--- config.mk ---
export PLATFORM = sky130hd
export DESIGN_NAME = ci_chan_ctrl
export DESIGN_NICKNAME = d
export VERILOG_FILES = /design/src/rtl/ci_pkg.sv /design/src/rtl/ci_tx_hold.sv /design/src/rtl/ci_rx_filter.sv /design/src/rtl/ci_irq_flag.sv /design/src/rtl/ci_chan_ctrl.sv
export SDC_FILE = /design/constraint.sdc
export NUM_CORES = 1
export LEC_CHECK = 0
export ABC_AREA = 1
export CAP_MARGIN = 20
export CORE_MARGIN = 2
export CORE_UTILIZATION = 40
export DETAILED_ROUTE_END_ITERATION = 6
export PLACE_DENSITY = 0.65
export SLEW_MARGIN = 5
export SYNTH_ARGS = -nofsm -noshare
export SYNTH_HDL_FRONTEND = slang
export SYNTH_SLANG_ARGS = --single-unit
--- constraint.sdc ---
create_clock -name clk -period 1.5 [get_ports clk]
set_input_delay 0.3 -clock clk [delete_from_list [all_inputs] [get_ports clk]]
set_output_delay 0.3 -clock clk [all_outputs]
set_load 0.01 [all_outputs]
--- src/rtl/ci_pkg.sv ---
package ci_pkg;
   localparam int CI_MAX_W = 8;

   typedef enum logic [1:0] {
      CI_IDLE   = 2'd0,
      CI_LOAD   = 2'd1,
      CI_HOLD   = 2'd2,
      CI_COMMIT = 2'd3
   } ci_step_e;
endpackage

--- src/rtl/ci_tx_hold.sv ---
module ci_tx_hold #(
   parameter int CODE_W = 4
) (
   input  logic              clk,
   input  logic              rst_n,
   input  logic              en,
   input  logic              wr,
   input  logic [CODE_W-1:0] wdata,
   output logic [CODE_W-1:0] code_q,
   output logic [CODE_W-1:0] slot_o
);
   localparam logic [CODE_W-1:0] IDLE_CODE = '1;

   always_ff @(posedge clk or negedge rst_n) begin
      if (!rst_n)  code_q <= IDLE_CODE;
      else if (wr) code_q <= wdata;
   end

   assign slot_o = en ? code_q : IDLE_CODE;
endmodule

--- src/rtl/ci_rx_filter.sv ---
module ci_rx_filter
   import ci_pkg::*;
#(
   parameter int CODE_W = 4
) (
   input  logic              clk,
   input  logic              rst_n,
   input  logic              en,
   input  logic              stb,
   input  logic [CODE_W-1:0] smp,
   output logic [CODE_W-1:0] acc_q,
   output logic              commit_o
);
   localparam logic [CODE_W-1:0] IDLE_CODE = '1;

   logic [CODE_W-1:0] cand_q;
   logic              cand_vld_q;
   ci_step_e          step;

   always_comb begin
      if (!en || !stb)                        step = CI_IDLE;
      else if (!cand_vld_q || smp != cand_q)  step = CI_LOAD;
      else if (smp != acc_q)                  step = CI_COMMIT;
      else                                    step = CI_HOLD;
   end

   always_ff @(posedge clk or negedge rst_n) begin
      if (!rst_n) begin
         cand_q     <= IDLE_CODE;
         cand_vld_q <= 1'b0;
         acc_q      <= IDLE_CODE;
      end else begin
         if (!en) cand_vld_q <= 1'b0;
         case (step)
            CI_LOAD: begin
               cand_q     <= smp;
               cand_vld_q <= 1'b1;
            end
            CI_COMMIT: acc_q <= smp;
            default: ;
         endcase
      end
   end

   assign commit_o = (step == CI_COMMIT);
endmodule

--- src/rtl/ci_irq_flag.sv ---
module ci_irq_flag (
   input  logic clk,
   input  logic rst_n,
   input  logic set_i,
   input  logic ack_i,
   input  logic mask_i,
   output logic pend_q,
   output logic irq_o
);
   always_ff @(posedge clk or negedge rst_n) begin
      if (!rst_n)      pend_q <= 1'b0;
      else if (set_i)  pend_q <= 1'b1;
      else if (ack_i)  pend_q <= 1'b0;
   end

   assign irq_o = pend_q & mask_i;
endmodule

--- src/rtl/ci_chan_ctrl.sv ---
module ci_chan_ctrl
   import ci_pkg::*;
#(
   parameter int CODE_W       = 4,
   parameter bit LOOP_SUPPORT = 1'b1
) (
   input  logic              clk,
   input  logic              rst_n,
   input  logic              chan_en,
   input  logic              loop_en,
   input  logic              slot_stb,
   input  logic [CODE_W-1:0] rx_slot_data,
   output logic [CODE_W-1:0] tx_slot_data,
   input  logic              host_wr,
   input  logic [CODE_W-1:0] host_wdata,
   output logic [CODE_W-1:0] host_rdata,
   input  logic              irq_mask,
   input  logic              irq_ack,
   output logic              irq
);
   logic [CODE_W-1:0] tx_code;
   logic [CODE_W-1:0] rx_smp;
   logic              commit;
   logic              irq_pend;

   if (CODE_W < 1 || CODE_W > CI_MAX_W) begin : g_bad_width
      $error("ci_chan_ctrl: CODE_W out of range");
   end

   ci_tx_hold #(.CODE_W(CODE_W)) u_tx (
      .clk    (clk),
      .rst_n  (rst_n),
      .en     (chan_en),
      .wr     (host_wr),
      .wdata  (host_wdata),
      .code_q (tx_code),
      .slot_o (tx_slot_data)
   );

   if (LOOP_SUPPORT) begin : g_loop
      assign rx_smp = loop_en ? tx_code : rx_slot_data;
   end else begin : g_noloop
      logic unused_loop;
      assign unused_loop = loop_en;
      assign rx_smp      = rx_slot_data;
   end

   ci_rx_filter #(.CODE_W(CODE_W)) u_rx (
      .clk      (clk),
      .rst_n    (rst_n),
      .en       (chan_en),
      .stb      (slot_stb),
      .smp      (rx_smp),
      .acc_q    (host_rdata),
      .commit_o (commit)
   );

   ci_irq_flag u_irq (
      .clk    (clk),
      .rst_n  (rst_n),
      .set_i  (commit),
      .ack_i  (irq_ack),
      .mask_i (irq_mask),
      .pend_q (irq_pend),
      .irq_o  (irq)
   );
endmodule

**After elaboration in Yosys (flattened, before gate mapping)**

Index checks and enable logic that the tools add are counted.

- Add/subtract/negate cells: 0
- Multiply operators: 0
- Divide/modulo/power cells: 0
- Order comparisons: 0
- Equality and inequality tests: 5
- Shift operators: 0
- Mux-type cells: 9
- Bitwise operators: 1
- Reduce and logical (&&, ||, !) cells: 6

Operator list:

| kind | count |
|---|---|
| $mux W4 | 2 |
| $ne A4 B4 Y1 | 2 |
| $mux W1 | 5 |
| $mux W2 | 2 |
| $logic_not A1 Y1 | 3 |
| $eq A2 B1 Y1 const B | 1 |
| $eq A2 B2 Y1 const B | 1 |
| $logic_or A1 B1 Y1 | 2 |
| $ne A2 B1 Y1 const B | 1 |
| $reduce_bool A2 Y1 | 1 |
| $and A1 B1 Y1 | 1 |

- Register bits after elaboration: 14
- Latch bits: 0
- Memory bits (writable): 0
- ROM bits: 0
- Input port bits: 16
- Output and inout bits: 9
- Logic and storage cells: 26
- Memories kept: 0

**Depth between registers and ports, before layout**

- Word-level depth: 7
- Mapped depth: 10
- Mapped depth without buffers: 10

**By module**

From an unflattened synthesis, not the netlist that was laid out.

- Cells, all modules: 119
- Area, all modules: 832.0 um^2

Modules (own cells, without submodules):

| module | instances | cells each | area an instance (um^2) | seq. area each (um^2) |
|---|---|---|---|---|
| ci_rx_filter | 1 | 74 | 551.8 | 235.2 |
| ci_tx_hold | 1 | 25 | 183.9 | 105.1 |
| ci_chan_ctrl | 1 | 13 | 48.8 | 0.0 |
| ci_irq_flag | 1 | 7 | 47.5 | 25.0 |

**Worst setup path after synthesis**

No wires, ideal clock.

- Kind: flip-flop to flip-flop
- Start: register u_tx.code_q[2]
- End: register u_rx.acc_q[0]
- Library setup time: 0.079 ns
- Arrival time: 1.280 ns
- Data required time: 1.421 ns
- Setup slack: 0.141 ns
- Cell stages (with the launch flop): 8
- Buffers on the path: 0
- Clock period less this slack: 1.359 ns
- Cell sequence: dfstp_2 -> nand2_1 -> nand2_4 -> nor2_1 -> nor2_1 -> nand3_4 -> o21bai_1 -> nand2_1

- Cells in the longest elaborated chain, start to end: 6
- Elaborated cells on any way between the ends: 8
- Classes of those cells: eq/ne (3); mux (4); reduce/logical (1)

Ends and longest elaborated chain:

| element | RTL line | text |
|---|---|---|
| start, declared | ci_tx_hold.sv:9 | `output logic [CODE_W-1:0] code_q,` |
| start signal, assigned | ci_tx_hold.sv:16 | `else if (wr) code_q <= wdata;` |
| $mux W4 (*) | ci_chan_ctrl.sv:41 | `assign rx_smp = loop_en ? tx_code : rx_slot_data;` |
| $ne A4 B4 Y1, on equally long branches | ci_rx_filter.sv:23, ci_rx_filter.sv:22 |  |
| $mux W1 or $logic_or A1 B1 Y1 (tied branches) | ci_rx_filter.sv:23, ci_rx_filter.sv:22 |  |
| $mux W2 (*) | ci_rx_filter.sv:22 | `else if (!cand_vld_q \|\| smp != cand_q) step = CI_LOAD;` |
| $mux W2 (*) | ci_rx_filter.sv:21 | `if (!en \|\| !stb) step = CI_IDLE;` |
| $eq A2 B2 Y1 (*) | ci_rx_filter.sv:34 | `case (step)` |
| end signal, assigned | ci_rx_filter.sv:39 | `CI_COMMIT: acc_q <= smp;` |
| end, declared | ci_rx_filter.sv:11 | `output logic [CODE_W-1:0] acc_q,` |

Mark *: on every way between the ends. The rest lies on a longest branch, timed or not.
A chain may end at the register's enable or synchronous reset.

**Worst setup path in the final report**

- Start: register u_tx.code_q[2]
- End: register u_rx.acc_q[3]

Same word-level chain as after synthesis.

==> reports/metrics.cfg <==
[global_route]
track_usage_pct = 19.3
grtUsageMet1_pct = 24.8
grt-busiest-layer = met2
grt_pass1_wl_mm = 3.77
grt_overflow = 0
met2_usage_pct = 32.7
grt_max_degree = 15
antenna_found_initial = 0
met3_usage_pct = 3.43
grt_pass1_vias = 890

[final_layout]
multi_input_area_sq_um = 522
fin_util_pct = 60.6
layout.cells.non_filler = 202
num-nets-final = 191
areaGrowthSynthToFinish_pct = 44.1
drive_gt1_share_pct = 32.2
final_area_sq_um = 1340
fill_cells = 215
diodes = 0
seqCellArea_sq_um = 365

[die]
core_area_sq_um = 2210
num_io_pins = 25
die_h_microns = 52.2
num_rows = 17
dieArea_sq_um = 2730
start_util_pct = 42.0
die_w_microns = 52.2

[timing]
fin_tns_setup_ns = 0
hold_viol = 0
hold-worst-slack_ns = 0.316
maxSlewHeadroom_pct = 82.5
fin_crit_sh_pct = 97.7
rsz0062_at_grt = true
drv_slew = 0
fmax_ghz = 0.682
worst_pin_slew_ns = 0.261
period_needed_ns = 1.47
worst_slack_ns = 0.0347
finalSetupViolCount = 0
fin_skew_ns = 0.000296

[synthesis]
synth_area_leader_cell = dfstp_2
yosysMostFrequentCell = nand2_1
syn-mean-instance-area_sq_um = 6.99
yosysWarnings = 0
synth_edf_count = 0
synthTopCellsByCount = nand2_1, nand3_1, inv_1
postSynthCellCount = 133
synth_top_area_share_pct = 33.9
ys.flop_type = dfstp_2
synthDistinctLibCells = 17
ys_seq_area_share_pct = 39.3
synthArstFlopShare_pct = 100
synth_nets = 149
synth_seq_cells = 14
ys_top_cells_by_area = dfstp_2, nand2_1, nand3_1
syn_area_sq_um = 930

[run_status]
status = completed

[place]
port_buffers = 24
dp_hpwl_mm = 1.80
dpl_worst_slack_ns = -0.458
place_congestion = 0.849
place_area_sq_um = 1290
dp_cells = 196

[power_and_ir_drop]
p_per_area_nw_per_um2 = 1160
total_power_mw = 1.55
peakVddDrop_v = 0.000692
p_leak_nw = 0.697

[worst_setup_path]
crit_chain = nand2_4 -> buf_4 -> nand3_1 -> nand2_1 -> nand2_2 -> nor2_1 -> nor2_2 -> nand3_1 -> nand2_1
cp.required_ns = 1.73
critPathCaptureType = flip-flop
path_max_fanout = 4
cp-start-kind = flip-flop
cpPeakStageDelay_ns = 0.57
arrival_ns = 1.70
crit_type = reg -> reg
slowest_stage = dfstp_2

[cts]
clk_pin_slew_worst_paths_ns = 0.09
clkSinkCount = 14
clock-root-buffer = clkbuf_4
clkLatencyLatePin_ns = 0.28
htree_levels = 1
cts-buffers-inserted = 3
clk_path_buf_depth = 2
cts_tree = built

[detailed_routing]
vias = 970
drcViolationCount = 0
drt_iter0_drc = 25
via_per_inst = 4.80
drt_wl_total_mm = 2.42
antenna_left = 0
wl_per_cell_microns = 12.0
dr.pass1.iters = 4

[worst_hold_path]
hold_path.class = in -> async

[job]
drv_cap = 0

area by class of cell:
| cell class | instances | area share (%) |
|---|---|---|
| multi-input cells | 100 | 38.9 |
| flip-flops and latches | 14 | 27.3 |
| repair buffers | 36 | 22.5 |
| inverters | 20 | 5.98 |
| clock buffers | 4 | 2.71 |
| well taps | 28 | 2.61 |
timing repair:
item,4_1_cts,5_1_grt
pin swaps,1,13
setup endpoints to repair,19,14
endpoints found under the hold margin,0,0
cloned,1,0
gates resized for setup,13,18
hold buffers,0,0
setup buffers,0,1
power by group:
part           internal [mW]  total (mW)  leakage, nW  switching (mW)
Sequential             0.526       0.609        0.152          0.0835
Combinational          0.294       0.659        0.524           0.365
Clock                  0.148       0.287       0.0210           0.139
cells by family after synthesis:
kind of cell	after synthesis	synth area share, %
buffers and inverters	20	8.61
AO/OA/AOI/OAI	10	7.00
AND/OR/NAND/NOR	88	43.3
flip-flops	14	39.3
XOR/XNOR	1	1.75
critical path: cells and delay by family (launching register included):
kind / cells / cell delay, ns
DFF: 1 / 0.57
and+or+nand+nor: 8 / 0.70
buffers and inverters: 1 / 0.14
final timing paths:
check / cells past startpoint / slack (ns) / to / startpoint
worst max-delay path: 9 / 0.03 / u_rx.acc_q[3] / u_tx.code_q[2]
worst min-delay path: 2 / 0.32 / u_rx.cand_vld_q / rst_n
worst max register to register: 9 / 0.03 / u_rx.acc_q[3] / u_tx.code_q[2]
worst min register to register: 2 / 0.47 / u_rx.cand_q[2] / u_rx.cand_q[2]
max in group asynchronous: 2 / 0.95 / u_tx.code_q[1] / rst_n
min in group clk: 4 / 0.46 / u_rx.cand_vld_q / chan_en
layout by cell type (no fill, tap or decap), drive strengths merged:
master / Yosys / layout
buf: 0 / 12
o21bai: 4 / 4
dfstp: 12 / 12
dlymetal6s2s: 0 / 1
inv: 19 / 19
clkbuf: 0 / 9
dlygate4sd2: 0 / 5
dfrtp: 2 / 2
o22ai: 1 / 1
o21ai: 5 / 5
nor2: 7 / 7
nand2: 61 / 61
xnor2: 1 / 1
clkinv: 1 / 1
clkdlybuf4s50: 0 / 13
nand3: 20 / 21
state kept, by name, summed over array words and instances (netlist names):
name and count:
u_rx.acc_q 4, u_tx.code_q 4, u_irq.pend_q 1, u_rx.cand_vld_q 1, u_rx.cand_q 4
routing by layer:
layer / vias to the layer above / share of wire (%)
met5: - / 0
met4: 0 / 1.1
met3: 5 / 4.6
met2: 27 / 49
met1: 441 / 45
li1: 497 / -
(Power assumes the default switching activity.)
